## config.mk

```make
export PLATFORM = sky130hd
export DESIGN_NAME = keypad_mux
export DESIGN_NICKNAME = d
export VERILOG_FILES = /design/src/rtl/kp_pkg.sv /design/src/rtl/kp_group_select.sv /design/src/rtl/kp_fall_detect.sv /design/src/rtl/kp_opposite_mask.sv /design/src/rtl/keypad_mux.sv
export SDC_FILE = /design/constraint.sdc
export NUM_CORES = 1
export LEC_CHECK = 0
export BUFFER_PORTS_ARGS = -buffer_cell sky130_fd_sc_hd__buf_2
export CORE_AREA = 2 2 39 41
export CTS_CLUSTER_DIAMETER = 150
export DETAILED_ROUTE_END_ITERATION = 8
export DIE_AREA = 0 0 41 43
export GPL_TIMING_DRIVEN = 0
export HOLD_SLACK_MARGIN = 0.1
export PLACE_DENSITY = 0.72
export SLEW_MARGIN = 20
export SYNTH_ARGS = -nofsm -noshare
export SYNTH_HDL_FRONTEND = slang
export SYNTH_SLANG_ARGS = --single-unit
```

## constraint.sdc

```tcl
create_clock -name clk -period 3.3 [get_ports clk]
set_input_delay 0.66 -clock clk [delete_from_list [all_inputs] [get_ports clk]]
set_output_delay 0.66 -clock clk [all_outputs]
set_load 0.005 [all_outputs]
```

## src/rtl/kp_pkg.sv

```systemverilog
package kp_pkg;
    typedef enum logic [1:0] {
        MODE_MERGE   = 2'b00,
        MODE_BUTTONS = 2'b01,
        MODE_DIRS    = 2'b10,
        MODE_INDEX   = 2'b11
    } kp_mode_e;
endpackage

```

## src/rtl/kp_group_select.sv

```systemverilog
module kp_group_select
    import kp_pkg::*;
#(
    parameter int KEY_W = 8,
    parameter int IDX_W = 2
) (
    input  kp_mode_e               mode,
    input  logic [KEY_W-1:0]       keys,
    input  logic [IDX_W-1:0]       idx,
    output logic [KEY_W/2-1:0]     lines
);
    localparam int NIB_W = KEY_W / 2;

    logic [KEY_W-1:0] local_keys;
    logic [NIB_W-1:0] picked;

    always_comb begin
        // a remote controller owns the port, local keys look released
        local_keys = (idx != '0) ? '0 : keys;
        picked     = '0;
        unique case (mode)
            MODE_MERGE:   picked = local_keys[KEY_W-1:NIB_W] | local_keys[NIB_W-1:0];
            MODE_BUTTONS: picked = local_keys[NIB_W-1:0];
            MODE_DIRS:    picked = local_keys[KEY_W-1:NIB_W];
            MODE_INDEX:   picked = NIB_W'(idx);
        endcase
        lines = ~picked;
    end
endmodule

```

## src/rtl/kp_fall_detect.sv

```systemverilog
module kp_fall_detect #(
    parameter int LINE_W = 4
) (
    input  logic              clk,
    input  logic              rst_n,
    input  logic              load,
    input  logic [LINE_W-1:0] next_lines,
    output logic [LINE_W-1:0] lines_q,
    output logic              irq_q
);
    logic [LINE_W-1:0] base;

    always_comb base = load ? '1 : lines_q;

    always_ff @(posedge clk or negedge rst_n) begin
        if (!rst_n) begin
            lines_q <= '1;
            irq_q   <= 1'b0;
        end else begin
            lines_q <= next_lines;
            irq_q   <= |(base & ~next_lines);
        end
    end

    // every pulse is explained by a write or by a line that fell
    p_irq_cause_r8: assert property (@(posedge clk) disable iff (!rst_n)
        irq_q |-> ($past(load) || (($past(lines_q) & ~lines_q) != '0)));

    // with no write and no falling line there is no pulse
    p_no_rise_irq_r9: assert property (@(posedge clk) disable iff (!rst_n)
        (!$past(load) && (($past(lines_q) & ~lines_q) == '0)) |-> !irq_q);
endmodule

```

## src/rtl/kp_opposite_mask.sv

```systemverilog
module kp_opposite_mask
    import kp_pkg::*;
#(
    parameter int LINE_W = 4
) (
    input  logic              en,
    input  kp_mode_e          mode,
    input  logic [LINE_W-1:0] raw,
    output logic [LINE_W-1:0] masked
);
    localparam int PAIRS = LINE_W / 2;

    logic active;
    assign active = en && (mode == MODE_DIRS);

    for (genvar p = 0; p < PAIRS; p++) begin : g_pair
        assign masked[2*p+1:2*p] = (active && raw[2*p+1:2*p] == 2'b00) ? 2'b11 : raw[2*p+1:2*p];
        always_comb begin
            if (active) begin
                p_pair_masked_r11: assert (masked[2*p+1:2*p] != 2'b00);
            end
        end
    end
endmodule

```

## src/rtl/keypad_mux.sv

```systemverilog
module keypad_mux
    import kp_pkg::*;
#(
    parameter int KEY_W = 8,
    parameter int IDX_W = 2
) (
    input  logic             clk,
    input  logic             rst_n,
    input  logic             wr_en,
    input  logic [7:0]       wr_data,
    input  logic [KEY_W-1:0] keys,
    input  logic [IDX_W-1:0] ctrl_idx,
    input  logic             block_opposites,
    output logic [7:0]       rd_data,
    output logic             irq
);
    localparam int NIB_W = KEY_W / 2;

    kp_mode_e         mode_q, mode_next;
    logic [NIB_W-1:0] next_lines, lines_q, shown;

    // state register: reset enters MODE_INDEX, LOAD on every write
    always_ff @(posedge clk or negedge rst_n) begin
        if (!rst_n) mode_q <= MODE_INDEX;
        else        mode_q <= mode_next;
    end

    always_comb mode_next = wr_en ? kp_mode_e'(wr_data[5:4]) : mode_q;

    kp_group_select #(.KEY_W(KEY_W), .IDX_W(IDX_W)) u_select (
        .mode  (mode_next),
        .keys  (keys),
        .idx   (ctrl_idx),
        .lines (next_lines)
    );

    kp_fall_detect #(.LINE_W(NIB_W)) u_fall (
        .clk        (clk),
        .rst_n      (rst_n),
        .load       (wr_en),
        .next_lines (next_lines),
        .lines_q    (lines_q),
        .irq_q      (irq)
    );

    kp_opposite_mask #(.LINE_W(NIB_W)) u_mask (
        .en     (block_opposites),
        .mode   (mode_q),
        .raw    (lines_q),
        .masked (shown)
    );

    // output process
    always_comb rd_data = {2'b11, mode_q, shown};

    p_high_bits_r2: assert property (@(posedge clk) disable iff (!rst_n)
        rd_data[7:6] == 2'b11);

    p_mode_hold_r2: assert property (@(posedge clk) disable iff (!rst_n)
        !wr_en |=> rd_data[5:4] == $past(rd_data[5:4]));

    p_mode_load_r2: assert property (@(posedge clk) disable iff (!rst_n)
        wr_en |=> rd_data[5:4] == $past(wr_data[5:4]));
endmodule

```

==> results of run 1 <==
[synth_stat cells]
cell	count	area [sq um]
dfstp_2	6	158
o21bai_1	4	30.0
a22oi_1	3	22.5
nor2_1	3	11.3
buf_4	2	15.0
inv_1	2	7.51
mux2i_1	2	20.0
nand2b_1	2	12.5
o21ai_0	2	10.0
a22o_1	1	8.76
a32oi_2	1	16.3
conb_1	1	3.75
dfrtp_1	1	25.0
nand3_1	1	5.00
nand3b_1	1	7.51
o221ai_2	1	15.0
o22a_1	1	8.76
o31a_1	1	8.76
[routing by layer]
metal | track usage | vias up | part of all wire
met5 | 0 | - | 0
met4 | 0.100 | 0 | 0
met3 | 0.0314 | 0 | 0.077
met2 | 0.178 | 16 | 0.53
met1 | 0.146 | 159 | 0.39
li1 | - | 181 | -
[power by group through the flow]
stage,Clock (mW),Sequential [mW],Combinational (mW)
2_1_floorplan,0,0.105,0.0286
3_3_place_gp,0,0.105,0.0526
3_5_place_dp,0,0.105,0.0539
4_1_cts,0.0797,0.104,0.0539
5_1_grt,0.0886,0.105,0.0600
6_report,0.0775,0.104,0.0530
[stage by stage]
step	worst slack [ns]	instance area, sq um
2_1_floorplan	1.71	389
3_3_place_gp	1.38	519
3_5_place_dp	1.34	519
4_1_cts	1.42	546
5_1_grt	1.34	546
6_report	1.42	546
[cells by family (layout without fill, tap and decap cells)]
family,count (synthesis),count (layout),synth area share
buf+inv,4,30,0.0584
mux,2,2,0.0520
other cells,1,2,0.00973
simple gates,7,7,0.0941
compound gates,14,14,0.312
flops,7,7,0.474
[worst max-delay path, cell delays in order, from the launching register on]
cell and delay [ns]:
dfstp_2 0.53, nand3b_1 0.14, o21bai_1 0.16, buf_2 0.13
[worst max-delay path by stage]
stage                                from           end  slack (ns)  cells after the start
after floorplan           block_opposites    rd_data[0]        1.71                      2
after global placement              wr_en  u_fall.irq_q        1.38                      5
after detailed placement            wr_en  u_fall.irq_q        1.34                      5
after CTS                       mode_q[1]    rd_data[0]        1.42                      3
after global routing            mode_q[1]    rd_data[0]        1.34                      3
final                           mode_q[1]    rd_data[0]        1.42                      3
[registers in the layout, indices dropped and copies added (netlist names)]
name            count
u_fall.lines_q      4
u_fall.irq_q        1
mode_q              2
[cell type report]
type,instances,area [sq um]
sequential,7,183
fill,146,838
timing repair buffer,22,110
inverter,2,7.51
tap,16,20.0
multi-input combinational,25,184
buffer,2,15.0
clock buffer,4,26.3
==> impl_metrics.tcl, run 1 <==
set metrics [dict create \
    grt_pass1_wl_microns 1440 \
    drv_cap 0 \
    cp_max_fo 4 \
    worstPathRequired_ns 2.64 \
    grt_max_degree 8 \
    p_comb_frac 0.226 \
    max_freq_mhz 533 \
    drt_wl_total_microns 844 \
    cts_setup_buffers 0 \
    design.core.area_sq_um 1380 \
    setup_viol 0 \
    fin_cells 78 \
    p_int_mw 0.173 \
    hold_buffers 0 \
    post-place-cells 74 \
    htreeDepth 1 \
    r2r_slack_ns 1.89 \
    synthesis.area_per_instance_sq_um 11.0 \
    p_switching_mw 0.0613 \
    wl_per_cell_microns 10.8 \
    drc 0 \
    clk_pin_slew_ns 0.05 \
    layout_common_cells "buf_2, dfstp_2, o21bai_1" \
    numPortBuffers 22 \
    post-route-period-util 0.568 \
    r2r-end "u_fall.irq_q" \
    pin_count 31 \
    cts_resized 0 \
    clkSinkCount 7 \
    grt_setup_unrepaired "false" \
    overflow 0 \
    cts_buffers 3 \
    period_needed_ns 1.88 \
    cp-start-kind "flip-flop" \
    pwr-share-clk 0.331 \
    holdWs_ns 0.224 \
    synthesis.area_sq_um 385 \
    slew_violations 0 \
    synth_warnings 0 \
    critPathKind "reg2out" \
    setup_tns_ns 0 \
    power.total_mw 0.234 \
    nets 85 \
    dieWidth_microns 41 \
    vias 356 \
    antenna_found_initial 0 \
    post-route-util 0.394 \
    vdd.ir_drop.worst_mv 0.202 \
    die_area_sq_um 1760 \
    num_rows 14 \
    antennaDiodeCount 0 \
    first_iter_violations 2 \
    max-clock-path-buffers 2 \
    synthCells 35 \
    ant_nets 0 \
    hold_class "in2async" \
    syn_to_final_growth_pct 41.6 \
    run_status "finished clean" \
    viasPerCell 4.56 \
    p_sw_frac 0.262 \
    dp_hpwl_microns 731 \
    grtUsageTotal 0.124 \
    reg2reg_from "mode_q[0]" \
    place.gp.congestion 0.678 \
    finalHoldViolCount 0 \
    cts_tree "done" \
    clk_root_buffer_cell "clkbuf_4" \
    p_seq_frac 0.442 \
    critPathArrivalTime_ns 1.22 \
    reg2regPathDepth 4 \
    clock_latency_ns 0.25 \
    fp.dieH_microns 43 \
    ys_types 18 \
    p_leak_nw 0.250 \
    end_kind "primary output" \
    first_pass_iters 2 \
    ys_seq_area_frac 0.474 \
    skew_ns 0.00457 \
    ys_seq_elements 7 \
    p_per_area_nw_per_um2 429 \
    grt_pass1_vias 348 \
    drive_gt1_frac 0.565 \
    layout_commonest_cell "buf_2" \
    initial_core_util 0.278 \
]
Power figures use the tool's default switching activity.
==> inputs of run 2 (changes only) <==
clock period = 1.8 ns   (was 3.3 ns; I/O delays follow)
==> impl_metrics.tcl, run 2 (same netlist as run 1, synthesis figures left out) <==
set metrics [dict create \
    cts_buffers 3 \
    dp_hpwl_microns 731 \
    cts_tree "done" \
    hold_class "in2reg" \
    drv_cap 0 \
    viasPerCell 4.61 \
    p_leak_nw 0.254 \
    setup_viol 0 \
    critPathKind "reg2out" \
    first_iter_violations 2 \
    clk_pin_slew_ns 0.05 \
    grt_pass1_wl_microns 1460 \
    seq_area_sq_um 183 \
    first_pass_iters 2 \
    worstPathRequired_ns 1.44 \
    finalHoldViolCount 0 \
    place.gp.congestion 0.678 \
    cp_max_fo 4 \
    dpl-instance-area_sq_um 519 \
    grt_setup_unrepaired "false" \
    grt_max_degree 8 \
    wl_per_cell_microns 11.0 \
    period_needed_ns 1.58 \
    dieWidth_microns 41 \
    p_per_area_nw_per_um2 777 \
    r2r_slack_ns 0.38 \
    antenna_found_initial 0 \
    layout_commonest_cell "buf_2" \
    cp-start-kind "flip-flop" \
    numPortBuffers 22 \
    hold_path_depth 2 \
    fp.dieH_microns 43 \
    drive_gt1_frac 0.556 \
    skew_ns 0.00457 \
    num_rows 14 \
    clk_root_buffer_cell "clkbuf_4" \
    reg2regPathDepth 4 \
    multi_input_comb_area_sq_um 184 \
    die_area_sq_um 1760 \
    grt_pass1_vias 355 \
    r2r-end "u_fall.irq_q" \
    regMostFlops "u_fall.lines_q" \
    max-clock-path-buffers 2 \
    fill_cells 144 \
    end_kind "primary output" \
    vdd.ir_drop.worst_mv 0.375 \
    clock_latency_ns 0.25 \
    syn_to_final_growth_pct 44.2 \
    ant_nets 0 \
    clkSinkCount 7 \
    initial_core_util 0.278 \
    nets 86 \
    overflow 0 \
    top_regs "u_fall.lines_q x4, mode_q x2, u_fall.irq_q x1" \
    max_freq_mhz 635 \
    holdPathEnd "u_fall.lines_q[0]" \
    drc 0 \
    design.core.area_sq_um 1380 \
    cts_setup_buffers 0 \
    run_status "finished clean" \
    drt_wl_total_microns 869 \
    max_stage_delay_ns 0.53 \
    antennaDiodeCount 0 \
    layout_common_cells "buf_2, dfstp_2, o21bai_1" \
    critPathArrivalTime_ns 1.22 \
    largest_register_ffs 4 \
    grtUsageTotal 0.127 \
    min_from "ctrl_idx[0]" \
    vias 364 \
    slew_violations 0 \
    crit_chain "nand3b_1 -> o21bai_1 -> buf_2" \
    setup_tns_ns 0 \
    reg2reg_from "mode_q[0]" \
    pin_count 31 \
    stdcell_area_sq_um 556 \
    htreeDepth 1 \
    cp_slowest_cell "dfstp_2" \
    cts_resized 0 \
    post-route-period-util 0.876 \
]
run 2: through the flow:
stage               power [mW]  worst slack [ns]  utilization  hold slack [ns]  instances
floorplan                0.245             0.471            -           0.0644         36
global placement         0.288             0.182        0.375            0.195         74
detailed placement       0.291             0.144        0.375            0.195         74
CTS                      0.437             0.215        0.401            0.335         79
global route             0.466             0.143        0.401            0.335         79
finish                   0.431             0.224        0.401            0.340         79
run 2: worst max path at each step:
stage / start / to / slack, ns / depth (start not counted)
after floorplan: mode_q[0] / u_fall.irq_q / 0.47 / 4
after global placement: wr_en / u_fall.irq_q / 0.18 / 5
after detailed placement: wr_en / u_fall.irq_q / 0.14 / 5
after CTS: mode_q[1] / rd_data[0] / 0.22 / 3
after global routing: mode_q[1] / rd_data[0] / 0.14 / 3
final: mode_q[1] / rd_data[0] / 0.22 / 3
run 2: area by class of cell:
| type | instances | share of cell area |
|---|---|---|
| Sequential cell | 7 | 0.329 |
| Timing Repair Buffer | 23 | 0.216 |
| Buffer | 2 | 0.0270 |
| Inverter | 2 | 0.0135 |
| Multi-Input combinational cell | 25 | 0.331 |
| Clock buffer | 4 | 0.0473 |
| Tap cell | 16 | 0.0360 |
run 2: layer usage:
metal	track usage	vias to the layer above	routed length, microns	share of wire
li1	-	184	-	-
met1	0.143	164	329	0.38
met2	0.191	16	474	0.55
met3	0.0314	0	65	0.075
met4	0.100	0	0	0
met5	0	-	0	0
run 2: worst max-delay path, delay by kind of cell (launching register included):
kind / cells / cell delay, ns
AO/OA/AOI/OAI: 1 / 0.16
buffers and inverters: 1 / 0.13
flip-flops: 1 / 0.53
AND/OR/NAND/NOR: 1 / 0.14
run 2: where the power goes:
part	switching (mW)	internal (mW)
clock	0.0576	0.0846
combinational	0.0474	0.0519
sequential	0.00810	0.182
total	0.113	0.318
run 2: timing repair:
action / in CTS / in global routing
endpoints found under the setup margin: 0 / 0
hold buffers: 1 / 0
hold endpoints to repair: 1 / 0
